[src/rtl/rtc_alarm_pkg.sv]
package rtc_alarm_pkg;
  localparam int FIELD_W = 8;
  localparam int CODE_W  = 4;
  localparam int PTR_W   = 2;
  localparam int CNT_W   = 8;
  localparam int WORD_W  = 2 * FIELD_W;
  localparam int SLOTS   = 3;

  typedef enum logic [CODE_W-1:0] {
    PER_HALF  = 4'd0, PER_SEC   = 4'd1, PER_10SEC = 4'd2, PER_MIN  = 4'd3,
    PER_10MIN = 4'd4, PER_HOUR  = 4'd5, PER_DAY   = 4'd6, PER_WEEK = 4'd7,
    PER_MONTH = 4'd8, PER_YEAR  = 4'd9
  } period_e;

  typedef struct packed {
    logic [FIELD_W-1:0] month;
    logic [FIELD_W-1:0] day;
    logic [FIELD_W-1:0] wday;
    logic [FIELD_W-1:0] hour;
    logic [FIELD_W-1:0] min;
    logic [FIELD_W-1:0] sec;
  } tod_t;

  // Masked compare of current time against alarm time for a period code.
  function automatic logic period_hit(logic [CODE_W-1:0] code, logic half,
                                      tod_t now, tod_t alm);
    logic s1, s2, m1, m2, h, w, d, mo;
    s1 = (now.sec[3:0] == alm.sec[3:0]);
    s2 = (now.sec == alm.sec);
    m1 = (now.min[3:0] == alm.min[3:0]);
    m2 = (now.min == alm.min);
    h  = (now.hour == alm.hour);
    w  = (now.wday == alm.wday);
    d  = (now.day == alm.day);
    mo = (now.month == alm.month);
    case (code)
      PER_HALF:  period_hit = 1'b1;
      PER_SEC:   period_hit = !half;
      PER_10SEC: period_hit = !half && s1;
      PER_MIN:   period_hit = !half && s2;
      PER_10MIN: period_hit = !half && s2 && m1;
      PER_HOUR:  period_hit = !half && s2 && m2;
      PER_DAY:   period_hit = !half && s2 && m2 && h;
      PER_WEEK:  period_hit = !half && s2 && m2 && h && w;
      PER_MONTH: period_hit = !half && s2 && m2 && h && d;
      PER_YEAR:  period_hit = !half && s2 && m2 && h && d && mo;
      default:   period_hit = 1'b0;
    endcase
  endfunction

  // Repeat count after one event: down by one, wrap only in chime mode.
  function automatic logic [CNT_W-1:0] count_step(logic [CNT_W-1:0] cnt, logic chime);
    if (cnt != '0)  count_step = cnt - 1'b1;
    else if (chime) count_step = '1;
    else            count_step = '0;
  endfunction
endpackage

[src/rtl/rtc_alarm_match.sv]
module rtc_alarm_match
  import rtc_alarm_pkg::*;
(
  input  logic              clk,
  input  logic              rst_n,
  input  logic              tick,
  input  logic              armed,
  input  logic [CODE_W-1:0] code,
  input  logic              half,
  input  tod_t              now,
  input  tod_t              alm,
  output logic              fire,
  output logic              evt_q
);
  logic hit;
  assign hit  = period_hit(code, half, now, alm);
  assign fire = tick && armed && hit;

  always_ff @(posedge clk) begin
    if (!rst_n) evt_q <= 1'b0;
    else        evt_q <= fire;
  end
endmodule

[src/rtl/rtc_alarm_cfg.sv]
module rtc_alarm_cfg
  import rtc_alarm_pkg::*;
(
  input  logic              clk,
  input  logic              rst_n,
  input  logic              cfg_wr,
  input  logic [WORD_W-1:0] wdata,
  input  logic              fire,
  input  logic              hi_acc,
  output logic              armed,
  output logic              chime,
  output logic [CODE_W-1:0] code,
  output logic [PTR_W-1:0]  ptr,
  output logic [CNT_W-1:0]  cnt,
  output logic [WORD_W-1:0] word
);
  assign word = {armed, chime, code, ptr, cnt};

  always_ff @(posedge clk) begin
    if (!rst_n) begin
      armed <= 1'b0;
      chime <= 1'b0;
      code  <= '0;
      ptr   <= '0;
      cnt   <= '0;
    end else if (cfg_wr) begin
      {armed, chime, code, ptr, cnt} <= wdata;
    end else begin
      if (fire) begin
        cnt <= count_step(cnt, chime);
        if (cnt == '0 && !chime) armed <= 1'b0;
      end
      if (hi_acc && ptr != '0) ptr <= ptr - 1'b1;
    end
  end
endmodule

[src/rtl/rtc_alarm_win.sv]
module rtc_alarm_win
  import rtc_alarm_pkg::*;
(
  input  logic              clk,
  input  logic              rst_n,
  input  logic              win_wr,
  input  logic [1:0]        be,
  input  logic [PTR_W-1:0]  ptr,
  input  logic [WORD_W-1:0] wdata,
  output logic [WORD_W-1:0] rdata,
  output tod_t              alm
);
  logic [FIELD_W-1:0] lo_q [SLOTS];
  logic [FIELD_W-1:0] hi_q [SLOTS];

  for (genvar g = 0; g < SLOTS; g++) begin : g_slot
    always_ff @(posedge clk) begin
      if (!rst_n) begin
        lo_q[g] <= '0;
        hi_q[g] <= '0;
      end else if (win_wr && ptr == PTR_W'(g)) begin
        if (be[0]) lo_q[g] <= wdata[FIELD_W-1:0];
        if (be[1]) hi_q[g] <= wdata[WORD_W-1:FIELD_W];
      end
    end
  end

  always_comb begin
    case (ptr)
      2'd0:    rdata = {hi_q[0], lo_q[0]};
      2'd1:    rdata = {hi_q[1], lo_q[1]};
      2'd2:    rdata = {hi_q[2], lo_q[2]};
      default: rdata = '0;
    endcase
  end

  assign alm.sec   = lo_q[0];
  assign alm.hour  = lo_q[1];
  assign alm.day   = lo_q[2];
  assign alm.min   = hi_q[0];
  assign alm.wday  = hi_q[1];
  assign alm.month = hi_q[2];
endmodule

[src/rtl/rtc_alarm_ctrl.sv]
module rtc_alarm_ctrl
  import rtc_alarm_pkg::*;
(
  input  logic              clk,
  input  logic              rst_n,
  input  logic              reg_sel,
  input  logic              reg_wr,
  input  logic              reg_rd,
  input  logic [1:0]        reg_be,
  input  logic [WORD_W-1:0] reg_wdata,
  output logic [WORD_W-1:0] reg_rdata,
  input  logic              tick,
  input  logic              now_half,
  input  logic [FIELD_W-1:0] now_sec,
  input  logic [FIELD_W-1:0] now_min,
  input  logic [FIELD_W-1:0] now_hour,
  input  logic [FIELD_W-1:0] now_wday,
  input  logic [FIELD_W-1:0] now_day,
  input  logic [FIELD_W-1:0] now_month,
  output logic              alarm_evt
);
  logic              cfg_wr, win_wr, hi_acc, fire;
  logic              armed, chime;
  logic [CODE_W-1:0] code;
  logic [PTR_W-1:0]  ptr;
  logic [CNT_W-1:0]  cnt;
  logic [WORD_W-1:0] cfg_word, win_word;
  tod_t              now, alm;

  assign cfg_wr = reg_wr && !reg_sel;
  assign win_wr = reg_wr && reg_sel;
  assign hi_acc = reg_sel && (reg_wr || reg_rd) && reg_be[1];
  assign now    = '{month: now_month, day: now_day, wday: now_wday,
                    hour: now_hour, min: now_min, sec: now_sec};
  assign reg_rdata = reg_sel ? win_word : cfg_word;

  rtc_alarm_cfg u_cfg (
    .clk(clk), .rst_n(rst_n), .cfg_wr(cfg_wr), .wdata(reg_wdata), .fire(fire),
    .hi_acc(hi_acc), .armed(armed), .chime(chime), .code(code), .ptr(ptr),
    .cnt(cnt), .word(cfg_word)
  );

  rtc_alarm_win u_win (
    .clk(clk), .rst_n(rst_n), .win_wr(win_wr), .be(reg_be), .ptr(ptr),
    .wdata(reg_wdata), .rdata(win_word), .alm(alm)
  );

  rtc_alarm_match u_match (
    .clk(clk), .rst_n(rst_n), .tick(tick), .armed(armed), .code(code),
    .half(now_half), .now(now), .alm(alm), .fire(fire), .evt_q(alarm_evt)
  );
endmodule

[config.mk]
export PLATFORM = sky130hd
export DESIGN_NAME = rtc_alarm_ctrl
export DESIGN_NICKNAME = d
export VERILOG_FILES = /design/src/rtl/rtc_alarm_pkg.sv /design/src/rtl/rtc_alarm_match.sv /design/src/rtl/rtc_alarm_cfg.sv /design/src/rtl/rtc_alarm_win.sv /design/src/rtl/rtc_alarm_ctrl.sv
export SDC_FILE = /design/constraint.sdc
export NUM_CORES = 1
export LEC_CHECK = 0
export CAP_MARGIN = 10
export CORE_MARGIN = 5
export CORE_UTILIZATION = 45
export DETAILED_ROUTE_END_ITERATION = 16
export GPL_ROUTABILITY_DRIVEN = 1
export PLACE_DENSITY = 0.72
export SYNTH_ARGS = -nofsm -noshare
export SYNTH_HDL_FRONTEND = slang
export SYNTH_HIERARCHICAL = 1
export SYNTH_SLANG_ARGS = --single-unit
export TNS_END_PERCENT = 50
[constraint.sdc]
create_clock -name clk -period 4.4 [get_ports clk]
set_input_delay 1.32 -clock clk [delete_from_list [all_inputs] [get_ports clk]]
set_output_delay 1.32 -clock clk [all_outputs]
set_load 0.01 [all_outputs]
==> impl_metrics.tcl <==
set metrics [dict create \
    syn-instance-count 399 \
    hold_viol 0 \
    ctsResizeCount 0 \
    gr-usage-all-layers_pct 19.6 \
    p_int_mw 1.19 \
    hold_path_depth 2 \
    slowest_delay_ns 0.51 \
    dp_hpwl_mm 8.45 \
    seqPwrFrac_pct 44.2 \
    period_needed_ns 4.18 \
    wl_mm 11.0 \
    overflow 0 \
    ys_ff_latch 65 \
    ir_drop_mv 0.220 \
    outcome "finished clean" \
    rows 35 \
    io_buffers 89 \
    layout-drive-gt1-share_pct 11.6 \
    finalNetCount 545 \
    yosysUniqueCellTypes 59 \
    drt-met1-wl_mm 4.74 \
    start_kind "input pin" \
    fp.dieW_um 106 \
    async_reset_ff_share_pct 0 \
    worstPathArrival_ns 2.86 \
    start_util_pct 45.7 \
    worst_hold_path_type "reg -> reg" \
    crit_required_ns 3.08 \
    boundaryPins 90 \
    vias 3312 \
    hold_ws_ns 0.600 \
    grt_pass1_wl_mm 17.4 \
    cts_root_buffer "clkbuf_8" \
    cp-end-kind "primary output" \
    synth_area_leaders "edfxtp_1 (34%), xnor2_1 (9.0%), dfxtp_1 (8.1%), mux2i_1 (5.3%), nor2_1 (4.4%)" \
    leakagePower_nw 1.80 \
    worstPathMaxFanout 19 \
    avgSynthCellArea_um2 10.5 \
    cts_tree "built" \
    hp-start "u_cfg/armed" \
    r2r_start "u_win/hi_q[0][4]" \
    stdcell_count 585 \
    min_to "u_match/evt_q" \
    cpMostUsedCell "clkdlybuf4s50_1" \
    p_sw_uw 427 \
    postRouteAntennaNets 0 \
    yosys.area.top_type "edfxtp_1" \
    area_growth_pct 25.0 \
    max_freq_ghz 0.239 \
    die_y_um 106 \
    tightest_slew_ns 0.710 \
    h-tree-depth 3 \
    fin_skew_ns 0.00917 \
    hold_buffers 0 \
    vias_per_cell 5.66 \
    cts.path.max_buffers 2 \
    clkTransAtPathRegs_ns 0.08 \
    grt_pass1_vias 3413 \
    drtIter0Drc 201 \
    max_cap_violations 0 \
    post-route-period-util_pct 95.1 \
    gp_congestion 0.868 \
    ff2ff_path_depth 10 \
    p_per_area_nw_per_um2 310 \
    tns_ns 0 \
    drcViolationCount 0 \
    rsz0062_at_grt "no" \
    fillers 781 \
    top_layer "met4" \
    clockPowerShare_pct 34.4 \
    r2r_end "u_cfg/cnt[4]" \
    synth_area_um2 4180 \
    core_um2 9150 \
    reg2reg_slack_ns 1.60 \
    firstDrtPassIters 5 \
    synth_top_area_share_pct 34.5 \
    relSlewSlack_pct 52.7 \
    grt_start_max_net_pins 26 \
    cts_setup_buffers 0 \
    die_area_um2 11300 \
    synth_edf_count 48 \
    drv_slew 0 \
    antennaDiodeCount 0 \
    ys_warn_count 6 \
    path_class "in -> out" \
    synth_nets 475 \
    critPathSlowestCell "clkdlybuf4s50_1" \
    dr_wl_met3_um 825 \
    wl_per_cell_um 18.8 \
    swShare_pct 26.4 \
    yosys_most_used_dff "edfxtp_1" \
    utilization_pct 57.1 \
    cts_made_buffers 9 \
    crit_chain "clkdlybuf4s50_1 -> buf_12 -> mux2_2 -> clkdlybuf4s50_1" \
    ys_seq_area_share_pct 42.6 \
    met2WireLength_mm 5.28 \
    p_comb_share_pct 21.3 \
    cts_sinks 65 \
    worstSkewPairLatency_ns 0.34 \
    antenna_found_initial 0 \
    setup_viol 0 \
    placed_cells 569 \
]
-- logic make-up (layout without fill, tap and decap cells) --
| kind of cell | count (synthesis) | count (layout) | synth area share [%] |
|---|---|---|---|
| xor gates and xnor gates | 53 | 53 | 11.1 |
| muxes | 38 | 38 | 10.2 |
| adders and majority gates | 3 | 3 | 0.897 |
| DFF | 65 | 65 | 42.6 |
| buffers and inverters | 50 | 125 | 7.99 |
| and+or+nand+nor | 124 | 124 | 15.4 |
| AOI/OAI and AO/OA | 66 | 66 | 11.8 |
-- critical path, delay by kind of cell --
| kind | cells | cell delay, ns |
|---|---|---|
| buf+inv | 3 | 1.17 |
| mux | 1 | 0.35 |
-- sequential cells by signal (all words and copies together), names as in the netlist --
register / cells
u_match/evt_q: 1
u_cfg/armed: 1
u_cfg/cnt: 8
u_cfg/ptr: 2
u_cfg/code: 4
u_win/hi_q: 24
u_win/lo_q: 24
u_cfg/chime: 1
-- worst max path at each step --
stage               startpoint            end  slack (ns)  cells after the start
finish                 reg_sel  reg_rdata[15]        0.22                      4
detailed placement     reg_sel   reg_rdata[1]        0.21                      4
global placement       reg_sel  reg_rdata[15]        0.25                      4
floorplan           now_min[5]   u_cfg/cnt[6]        1.14                      8
global route           reg_sel   reg_rdata[6]        0.18                      4
CTS                    reg_sel   reg_rdata[1]        0.21                      4
-- layer usage --
| layer | up-vias | track usage (%) |
|---|---|---|
| li1 | 1582 | - |
| met1 | 1560 | 26.5 |
| met2 | 154 | 32.0 |
| met3 | 16 | 4.61 |
| met4 | 0 | 4.84 |
| met5 | - | 0 |
-- placed cells by master (no fill, tap or decap), types with 3 or more instances in the layout --
master and count:
a21oi_1 8, buf_4 11, clkbuf_8 9, clkdlybuf4s50_1 89
dfxtp_1 17, edfxtp_1 48, ha_1 3, inv_1 8
mux2_2 9, mux2_4 7, mux2i_1 22, nand2_1 14
nand2b_1 3, nand4_1 25, nor2_1 49, nor2b_1 9
nor3_1 4, nor3b_1 3, o211a_1 3, o21a_1 4
o21ai_0 14, o2bb2ai_1 16, o31ai_1 4, xnor2_1 43
xor2_1 10
-- layout make-up --
cell class | count | area (um2) | area share (%)
repair buffers | 101 | 993 | 19.0
multi-input cells | 284 | 2070 | 39.5
clock inverters | 7 | 95.1 | 1.82
well taps | 111 | 139 | 2.66
inverters | 8 | 30.0 | 0.574
clock buffers | 9 | 124 | 2.37
flip-flops and latches | 65 | 1780 | 34.1
-- power by group through the flow --
stage / clock network [mW] / registers, mW / logic [mW]
after floorplan: 0 / 0.721 / 0.219
after global placement: 0 / 0.729 / 0.337
after detailed placement: 0 / 0.729 / 0.343
after CTS: 0.562 / 0.716 / 0.345
after global routing: 0.595 / 0.720 / 0.371
final: 0.558 / 0.716 / 0.345
-- synthesized netlist by cell type (7+ instances only) --
cell	instances
edfxtp_1	48
o2bb2ai_1	16
buf_4	18
xor2_1	10
a21oi_1	8
nor2_1	49
nand4_1	25
xnor2_1	43
nor2b_1	9
o21ai_0	14
nand2_1	14
mux2i_1	22
inv_1	8
buf_6	7
clkbuf_1	7
mux2_2	9
buf_2	7
dfxtp_1	17
mux2_4	7
-- stage by stage --
stage                     area, um2  total power [mW]  setup slack, ns
final                          5230              1.62            0.215
after global routing           5230              1.69            0.182
after CTS                      5230              1.62            0.208
after detailed placement       5010              1.07            0.208
after global placement         5010              1.07            0.251
after floorplan                4180             0.940             1.14
Note: power is estimated with default switching activity, not from simulation.
